===== src/rtl/tmn_pkg.sv =====
package tmn_pkg;
  typedef enum logic [1:0] {K_CMD = 2'd0, K_ADDR = 2'd1, K_WR = 2'd2, K_RD = 2'd3} bus_kind_e;
  typedef enum logic [2:0] {OP_CMD, OP_ADDR, OP_WR, OP_WAIT, OP_RD, OP_END} step_op_e;
  typedef struct packed {
    step_op_e   op;
    logic [7:0] val;
  } step_t;
  localparam logic [7:0] CMD_SET_FEAT = 8'hEF;
  localparam logic [7:0] CMD_GET_FEAT = 8'hEE;
  localparam logic [7:0] FEAT_TIMING  = 8'h01;
endpackage


===== src/rtl/tmn_mode_pick.sv =====
module tmn_mode_pick #(
  parameter int NMODES   = 6,
  parameter int MIN_MODE = 4
) (
  input  logic [NMODES-1:0]         support,
  output logic                      found,
  output logic [$clog2(NMODES)-1:0] mode
);
  localparam int MW = $clog2(NMODES);
  always_comb begin
    mode  = '0;
    found = 1'b0;
    for (int k = 0; k < NMODES; k++) begin
      if (support[k]) begin
        mode  = MW'(k);
        found = (k >= MIN_MODE);
      end
    end
  end
endmodule


===== src/rtl/tmn_step_rom.sv =====
module tmn_step_rom
  import tmn_pkg::*;
#(
  parameter int NPARAM = 4,
  parameter int SW     = 4
) (
  input  logic [SW-1:0] idx,
  input  logic [2:0]    mode,
  output step_t         step,
  output logic          is_check
);
  localparam int SET_WAIT = 2 + NPARAM;
  localparam int GET_CMD  = SET_WAIT + 1;
  localparam int GET_ADDR = SET_WAIT + 2;
  localparam int GET_WAIT = SET_WAIT + 3;
  localparam int RD_FIRST = SET_WAIT + 4;
  localparam int END_IDX  = RD_FIRST + NPARAM;

  always_comb begin
    step.op  = OP_END;
    step.val = 8'h00;
    if (int'(idx) == 0) begin
      step.op = OP_CMD;  step.val = CMD_SET_FEAT;
    end else if (int'(idx) == 1) begin
      step.op = OP_ADDR; step.val = FEAT_TIMING;
    end else if (int'(idx) < SET_WAIT) begin
      step.op  = OP_WR;
      step.val = (int'(idx) == 2) ? {5'b0, mode} : 8'h00;
    end else if (int'(idx) == SET_WAIT || int'(idx) == GET_WAIT) begin
      step.op = OP_WAIT;
    end else if (int'(idx) == GET_CMD) begin
      step.op = OP_CMD;  step.val = CMD_GET_FEAT;
    end else if (int'(idx) == GET_ADDR) begin
      step.op = OP_ADDR; step.val = FEAT_TIMING;
    end else if (int'(idx) < END_IDX) begin
      step.op = OP_RD;
    end
    is_check = (int'(idx) == RD_FIRST);
  end
endmodule


===== src/rtl/tmn_wait_timer.sv =====
module tmn_wait_timer #(
  parameter int GUARD   = 2,
  parameter int TIMEOUT = 1000
) (
  input  logic clk,
  input  logic rst,
  input  logic run,
  input  logic rb_ready,
  output logic seen,
  output logic expired
);
  localparam int CW = $clog2(TIMEOUT + 1);
  logic [CW-1:0] cnt;

  always_ff @(posedge clk) begin
    if (rst || !run)               cnt <= '0;
    else if (cnt != CW'(TIMEOUT))  cnt <= cnt + 1'b1;
  end

  assign expired = run && (cnt == CW'(TIMEOUT));
  assign seen    = run && (cnt >= CW'(GUARD)) && rb_ready;
endmodule


===== src/rtl/onfi_mode_negotiator.sv =====
module onfi_mode_negotiator
  import tmn_pkg::*;
#(
  parameter int NPARAM   = 4,
  parameter int GUARD    = 2,
  parameter int TIMEOUT  = 1000,
  parameter int MHZ_HI   = 100,
  parameter int MHZ_LO   = 80
) (
  input  logic       clk,
  input  logic       rst,
  input  logic       start,
  input  logic       onfi_ok,
  input  logic       variant_ok,
  input  logic [5:0] mode_support,
  output logic       bus_valid,
  output logic [1:0] bus_kind,
  output logic [7:0] bus_byte,
  input  logic       bus_ready,
  input  logic       rd_valid,
  input  logic [7:0] rd_byte,
  input  logic       rb_ready,
  output logic       chip_sel,
  output logic       edo_on,
  output logic [2:0] mode_q,
  output logic [7:0] clk_mhz,
  output logic       done,
  output logic       fail
);
  localparam int NSTEP = 2 * NPARAM + 7;
  localparam int SW    = $clog2(NSTEP);

  typedef enum logic {S_IDLE, S_RUN} state_e;
  state_e        state;
  logic [SW-1:0] step_idx;
  logic [2:0]    cur_mode;
  logic          rd_pend, mismatch;
  logic          pick_found;
  logic [2:0]    pick_mode;
  step_t         st;
  logic          st_check, wait_seen, wait_expired, wait_run;

  tmn_mode_pick #(.NMODES(6), .MIN_MODE(4)) u_pick (
    .support(mode_support), .found(pick_found), .mode(pick_mode));

  tmn_step_rom #(.NPARAM(NPARAM), .SW(SW)) u_rom (
    .idx(step_idx), .mode(cur_mode), .step(st), .is_check(st_check));

  assign wait_run = (state == S_RUN) && (st.op == OP_WAIT);

  tmn_wait_timer #(.GUARD(GUARD), .TIMEOUT(TIMEOUT)) u_timer (
    .clk(clk), .rst(rst), .run(wait_run), .rb_ready(rb_ready),
    .seen(wait_seen), .expired(wait_expired));

  always_ff @(posedge clk) begin
    if (rst) begin
      state     <= S_IDLE;
      step_idx  <= '0;
      cur_mode  <= '0;
      rd_pend   <= 1'b0;
      mismatch  <= 1'b0;
      bus_valid <= 1'b0;
      bus_kind  <= K_CMD;
      bus_byte  <= 8'h00;
      chip_sel  <= 1'b0;
      edo_on    <= 1'b0;
      mode_q    <= '0;
      clk_mhz   <= '0;
      done      <= 1'b0;
      fail      <= 1'b0;
    end else begin
      done <= 1'b0;
      fail <= 1'b0;
      case (state)
        S_IDLE: begin
          if (start) begin
            if (onfi_ok && variant_ok && pick_found) begin
              cur_mode <= pick_mode;
              chip_sel <= 1'b1;
              step_idx <= '0;
              mismatch <= 1'b0;
              rd_pend  <= 1'b0;
              state    <= S_RUN;
            end else begin
              done <= 1'b1;
            end
          end
        end
        default: begin
          case (st.op)
            OP_CMD, OP_ADDR, OP_WR: begin
              if (!bus_valid) begin
                bus_valid <= 1'b1;
                bus_byte  <= st.val;
                bus_kind  <= (st.op == OP_CMD)  ? K_CMD :
                             (st.op == OP_ADDR) ? K_ADDR : K_WR;
              end else if (bus_ready) begin
                bus_valid <= 1'b0;
                step_idx  <= step_idx + 1'b1;
              end
            end
            OP_WAIT: begin
              if (wait_expired) begin
                chip_sel <= 1'b0;
                done     <= 1'b1;
                fail     <= 1'b1;
                state    <= S_IDLE;
              end else if (wait_seen) begin
                step_idx <= step_idx + 1'b1;
              end
            end
            OP_RD: begin
              if (rd_pend) begin
                if (rd_valid) begin
                  rd_pend  <= 1'b0;
                  step_idx <= step_idx + 1'b1;
                  if (st_check && rd_byte != {5'b0, cur_mode}) mismatch <= 1'b1;
                end
              end else if (!bus_valid) begin
                bus_valid <= 1'b1;
                bus_kind  <= K_RD;
                bus_byte  <= 8'h00;
              end else if (bus_ready) begin
                bus_valid <= 1'b0;
                rd_pend   <= 1'b1;
              end
            end
            default: begin
              chip_sel <= 1'b0;
              done     <= 1'b1;
              state    <= S_IDLE;
              if (mismatch) begin
                fail <= 1'b1;
              end else begin
                edo_on  <= 1'b1;
                mode_q  <= cur_mode;
                clk_mhz <= (cur_mode == 3'd5) ? 8'(MHZ_HI) : 8'(MHZ_LO);
              end
            end
          endcase
        end
      endcase
    end
  end
endmodule


===== config.mk =====
export PLATFORM = sky130hd
export DESIGN_NAME = onfi_mode_negotiator
export DESIGN_NICKNAME = d
export VERILOG_FILES = /design/src/rtl/tmn_pkg.sv /design/src/rtl/tmn_mode_pick.sv /design/src/rtl/tmn_step_rom.sv /design/src/rtl/tmn_wait_timer.sv /design/src/rtl/onfi_mode_negotiator.sv
export SDC_FILE = /design/constraint.sdc
export NUM_CORES = 1
export LEC_CHECK = 0
export CORE_UTILIZATION = 50
export CTS_CLUSTER_SIZE = 20
export DETAILED_ROUTE_END_ITERATION = 12
export DONT_BUFFER_PORTS = 1
export PLACE_DENSITY = 0.68
export SLEW_MARGIN = 25
export SYNTH_ARGS = -nofsm -noshare
export SYNTH_HDL_FRONTEND = slang
export SYNTH_HIERARCHICAL = 1
export SYNTH_SLANG_ARGS = --single-unit

===== constraint.sdc =====
create_clock -name clk -period 2.5 [get_ports clk]
set_clock_uncertainty 0.15 [all_clocks]
set_input_delay 0.25 -clock clk [delete_from_list [all_inputs] [get_ports clk]]
set_output_delay 0.25 -clock clk [all_outputs]
set_load 0.01 [all_outputs]

# == Word level (Yosys, flattened, before mapping) ==
# Cells that the tools add are included.
# totals
ff_bits,46
inputBits,22
output_inout_bits,26
elab_cells,153
# op_classes
n_addsub,2
magnitude_cmp,3
n_eq_ne,31
n_mux,72
bitwise,3
n_reduce_logical,27
# op_table
op,count
two-way mux 11 bit,4
two-way mux 4 bit,9
two-way mux 1 bit,34
two-way mux 8 bit,4
two-way mux 3 bit,7
equality test 4 bit (second input constant),5
case mux 8 bit (2 select lines),1
inequality test 3 bit (second input constant),5
case mux 4 bit (3 select lines),1
AND reduction 3 bit,4
adder 10 x 1 -> 10 bit (second input constant),1
equality test 10 bit (second input constant),1
greater-or-equal comparator 10 x 2 -> 1 bit (second input constant),1
two-way mux 2 bit,5
inequality test 10 bit (second input constant),1
inequality test 2 bit (second input constant),5
case mux 1 bit (2 select lines),5
AND reduction 9 bit,1
inequality test 8 x 3 -> 1 bit,1
logical AND 1 bit,7
equality test 3 x 2 -> 1 bit (second input constant),2
equality test 3 bit (second input constant),2
two-way mux 6 bit,1
inequality test 2 x 1 -> 1 bit (second input constant),3
22 further kinds,28

# == Depth between registers and ports, before layout ==
# logic_depth
depth_word,16
depth_mapped,12
mapped_depth_nobuf,11

# == By module ==
# The synthesis kept the hierarchy.
# modules_own_cells
mod,n_inst,cells_per_inst,area_per_inst_um2,seq_area_each_um2
onfi_mode_negotiator,1,194,1626.6,600.6
tmn_wait_timer,1,69,593.1,200.2
tmn_step_rom,1,28,181.4,0.0
tmn_mode_pick,1,7,41.3,0.0

# == Worst setup path before layout ==
# No wires, ideal clock.
# synth_timing
path_kind,flip-flop to flip-flop
start,register step_idx[2]
end,register step_idx[0]
setup_time_ns,0.137
arrival_ns,2.294
t_required_ns,2.213
path_slack_ns,-0.081
stages_incl_launch_ff,13
path_buffers,1
synth_period_minus_slack_ns,2.581
path_cell_list,dfxtp_1 nor2_1 a211oi_1 a31o_1 buf_6 nand2_1 nor3_1 nand2_1 a31oi_1 and3b_1 o21bai_1 o21a_1 o311ai_1
# synth_rtl
element,line,text
from (decl),onfi_mode_negotiator.sv:35,logic [SW-1:0] step_idx;
from (signal assigned),onfi_mode_negotiator.sv:99,step_idx <= step_idx + 1'b1;
from (signal assigned),onfi_mode_negotiator.sv:109,step_idx <= step_idx + 1'b1;
from (signal assigned),onfi_mode_negotiator.sv:116,step_idx <= step_idx + 1'b1;

==> out/results.tsv <==
stage	metric	value	unit
final_layout	NumNets Final	322	
place	dpl hpwl	3792	µm
grt	Remaining Overflow, GRT	0	
yosys	synthesized flop and latch total	40	
floorplanning	core box area	0.004723	mm²
clocking	Root Driver	clkbuf_8	
grt	vias in the first global route	2004	
final_layout	antenna fix cells	0	
setup_path	CP Depth	10	
detailed_routing	routed len/inst	14.52	µm
floorplanning	row cnt	25	
grt	Global Route Usage Sum	0.2227	
timing	hold slack	0.04471	ns
clocking	CTS tree	built	
yosys	xor-xnor portion of the synthesized cell area	0.02510	
floorplanning	I/O pins	48	
clocking	clock buffer depth	2	
setup_path	most used cell along the critical path	and4_1	
timing	Period minus WS final	2.374	ns
clocking	CTS clk-pin slew, worst paths	0.08	ns
yosys	Adder-Cell Fraction of Synth Area	0.02049	
min_path	min-delay worst type	input pin to flip-flop	
setup_path	Worst Path Max Fanout	4	
clocking	clk_lat worst skew	0.29	ns
floorplanning	Die Width	71.89	µm
pwr	power share of the combinational group	0.067	
setup_path	Worst Path Required	2.51	ns
final_layout	layout cells sized above 1	0.1616	
detailed_routing	DR iter-0 viols	115	
floorplanning	Die Ht	71.89	µm
pwr	Int Pwr	0.8725	mW
detailed_routing	drt drc	0	
yosys	mux cell area share after synthesis	0.01230	
detailed_routing	via count	2145	
pwr	switching pwr	0.2905	mW
setup_path	Crit Path Class	flip-flop to flip-flop	
yosys	Synth Flop Type	dfxtp_1	
setup_path	critical path arrival	2.38	ns
yosys	sequential cell area fraction in the yosys report	0.3279	
timing	fmax	421.2	MHz
setup_path	number of buffer and inverter stages on the critical path	0	
setup_path	max incr delay on CP	0.39	ns
timing	Final Max Tran Viols	0	
min_path	worst hold path stage count	3	
clocking	H-tree levels	2	
grt	first-pass GRT wire length	9135	µm
timing	RSZ-0062 raised after global routing	false	
grt	initial antenna violation count	0	
pwr	sequential share of power	0.571	
detailed_routing	Routed Antenna Nets	0	
yosys	yosys warns	6	
timing	Final Cycle Share	0.9496	
final_layout	P&R area growth vs syn	5.533	%
timing	# setup viols final	0	
yosys	post-synthesis simple-gate area fraction	0.2659	
yosys	main combinational cell family by area after synthesis	simple AND/OR/NAND/NOR gates	
yosys	post-synthesis compound-gate area fraction	0.2403	
setup_path	Critical Path Sink Type	flip-flop	
yosys	Post-synth EDFFs	0	
yosys	Cell Area, Synth	0.002442	mm²
timing	Final Hold Vio Count	0	
timing	Worst Tran Pin Value	0.5292	ns
setup_path	Max stage delay cell, worst path	or3_4	
place	gp weighted congestion	0.8252	
clocking	clock sink total	40	
timing	Sum Neg Setup Slack	0	ns
pwr	Sw Ratio	0.2498	
pwr	worst ir drop on vdd	246.9	µV
setup_path	Top delay family on crit path	simple AND/OR/NAND/NOR gates	
job	MaxCap Viol Count	0	
floorplanning	area of the die	0.005168	mm²
pwr	pwr dens	451.2	mW/mm²
setup_path	Startpoint Class	flip-flop	
timing	Slew headroom	0.6426	
final_layout	commonest non-fill, non-tap cells in the layout	dfxtp_1, a21oi_1, nand2_1	
clocking	postcts setup bufs	0	
setup_path	crit-path cells	and2_4 -> a211oi_1 -> a31o_1 -> nand2_1 -> nor3_4 -> and4_1 -> and4_1 -> or3_4 -> a32oi_1 -> o311ai_1	
detailed_routing	DR vias/cell	5.893	
setup_path	R2R depth	10	
yosys	Cells after Synth	298	
detailed_routing	drt pass-1 iters	4	
detailed_routing	drt total wl	5286	µm
clocking	Num CTS Buffers	5	
pwr	clock share of power	0.363	
yosys	Netlist cell types	65	
final_layout	commonest non-fill, non-tap cell in the layout	dfxtp_1	
yosys	Mean Syn Cell Area	8.196	µm²
pwr	Pleak	0.9214	nW
outcome	run status	complete, no violations	
floorplanning	Initial Util	0.5171	
place	Port-buffer cells	0	
yosys	Post-synth ARST share	0	
grt	largest net degree at the start of global routing	29	
==> power groups by stage <==
stage | sequential (mW) | clock (mW) | combinational, mW
2_1_floorplan | 0.677 | 0 | 0.0676
3_3_place_gp | 0.679 | 0 | 0.0665
3_5_place_dp | 0.679 | 0 | 0.0676
4_1_cts | 0.664 | 0.436 | 0.0776
5_1_grt | 0.666 | 0.470 | 0.0862
6_report | 0.664 | 0.422 | 0.0777
==> cell families (layout without fill, tap and decap cells) <==
family,count (synthesis),in the layout
AND/OR/NAND/NOR,115,115
AO/OA/AOI/OAI,84,84
buffers and inverters,43,39
flip-flops,40,40
XOR/XNOR,7,7
adder cells (fa/ha/maj),4,4
multiplexers,3,3
other,2,5
==> worst paths after layout <==
path	startpoint	endpoint	slack, ns
min	rst	step_idx[3]	0.04
max	step_idx[2]	step_idx[3]	0.13
max reg2reg	step_idx[2]	step_idx[3]	0.13
min reg2reg	bus_byte[7]	bus_byte[7]	0.36
==> metal layers <==
metal,track usage,vias to the layer above,routed length (µm)
li1,-,1077,-
met1,0.2747,991,2417
met2,0.3753,63,2497
met3,0.05139,14,246
met4,0.09150,0,125
met5,0,-,0
==> worst min-delay path, stage by stage <==
cell      delay [ns]
nor2_1          0.08
a32oi_1         0.06
o311ai_1        0.06
==> layout make-up <==
type	instances	area, µm²
fill	473	2146
clock buffer	5	68.82
sequential	40	803.3
multi-input combinational	218	1411
tap	67	83.83
clock inverter	3	18.77
timing repair buffer	20	150.1
inverter	11	41.29
==> synthesized netlist by cell type, drive strengths merged, types with 4 or more instances <==
master   n  share of area
nor3    13          0.033
nand4    5          0.013
nand2   26          0.041
buf     27          0.080
dfxtp   40           0.33
o21a     5          0.015
or4      9          0.028
o21ai    8          0.016
nor2    22          0.034
clkbuf   5         0.0077
o31ai   10          0.031
xnor2    4          0.014
inv     11          0.017
ha       4          0.020
nand3   10          0.026
a211oi   4          0.014
nor4     6          0.015
a21oi   30          0.063
or3      4          0.012
==> registers in the layout, indices dropped and copies added (netlist names) <==
name,flops
mode_q,3
clk_mhz,3
u_timer/cnt,10
bus_kind,2
rd_pend,1
step_idx,4
chip_sel,1
mismatch,1
fail,1
done,1
bus_byte,8
state,1
bus_valid,1
cur_mode,3
==> metrics by stage <==
stage | std cells | cell area (µm²) | power [mW] | worst slack, ns | utilization
after floorplan | 301 | 2460 | 0.7445 | 0.005954 | -
after global placement | 354 | 2464 | 0.7454 | 0.1155 | 0.5216
after detailed placement | 354 | 2464 | 0.7466 | 0.08758 | 0.5216
after CTS | 364 | 2571 | 1.178 | 0.02868 | 0.5444
after global routing | 364 | 2577 | 1.222 | 0.005117 | 0.5457
final | 364 | 2577 | 1.163 | 0.1260 | 0.5457
==> repair_timing <==
action                                  CTS  global route
hold endpoints to repair                 28             0
resized for setup                         0             2
endpoints found under the setup margin    0             4
hold buffers                              2             0
No activity file was read; power rests on OpenSTA's default activity.
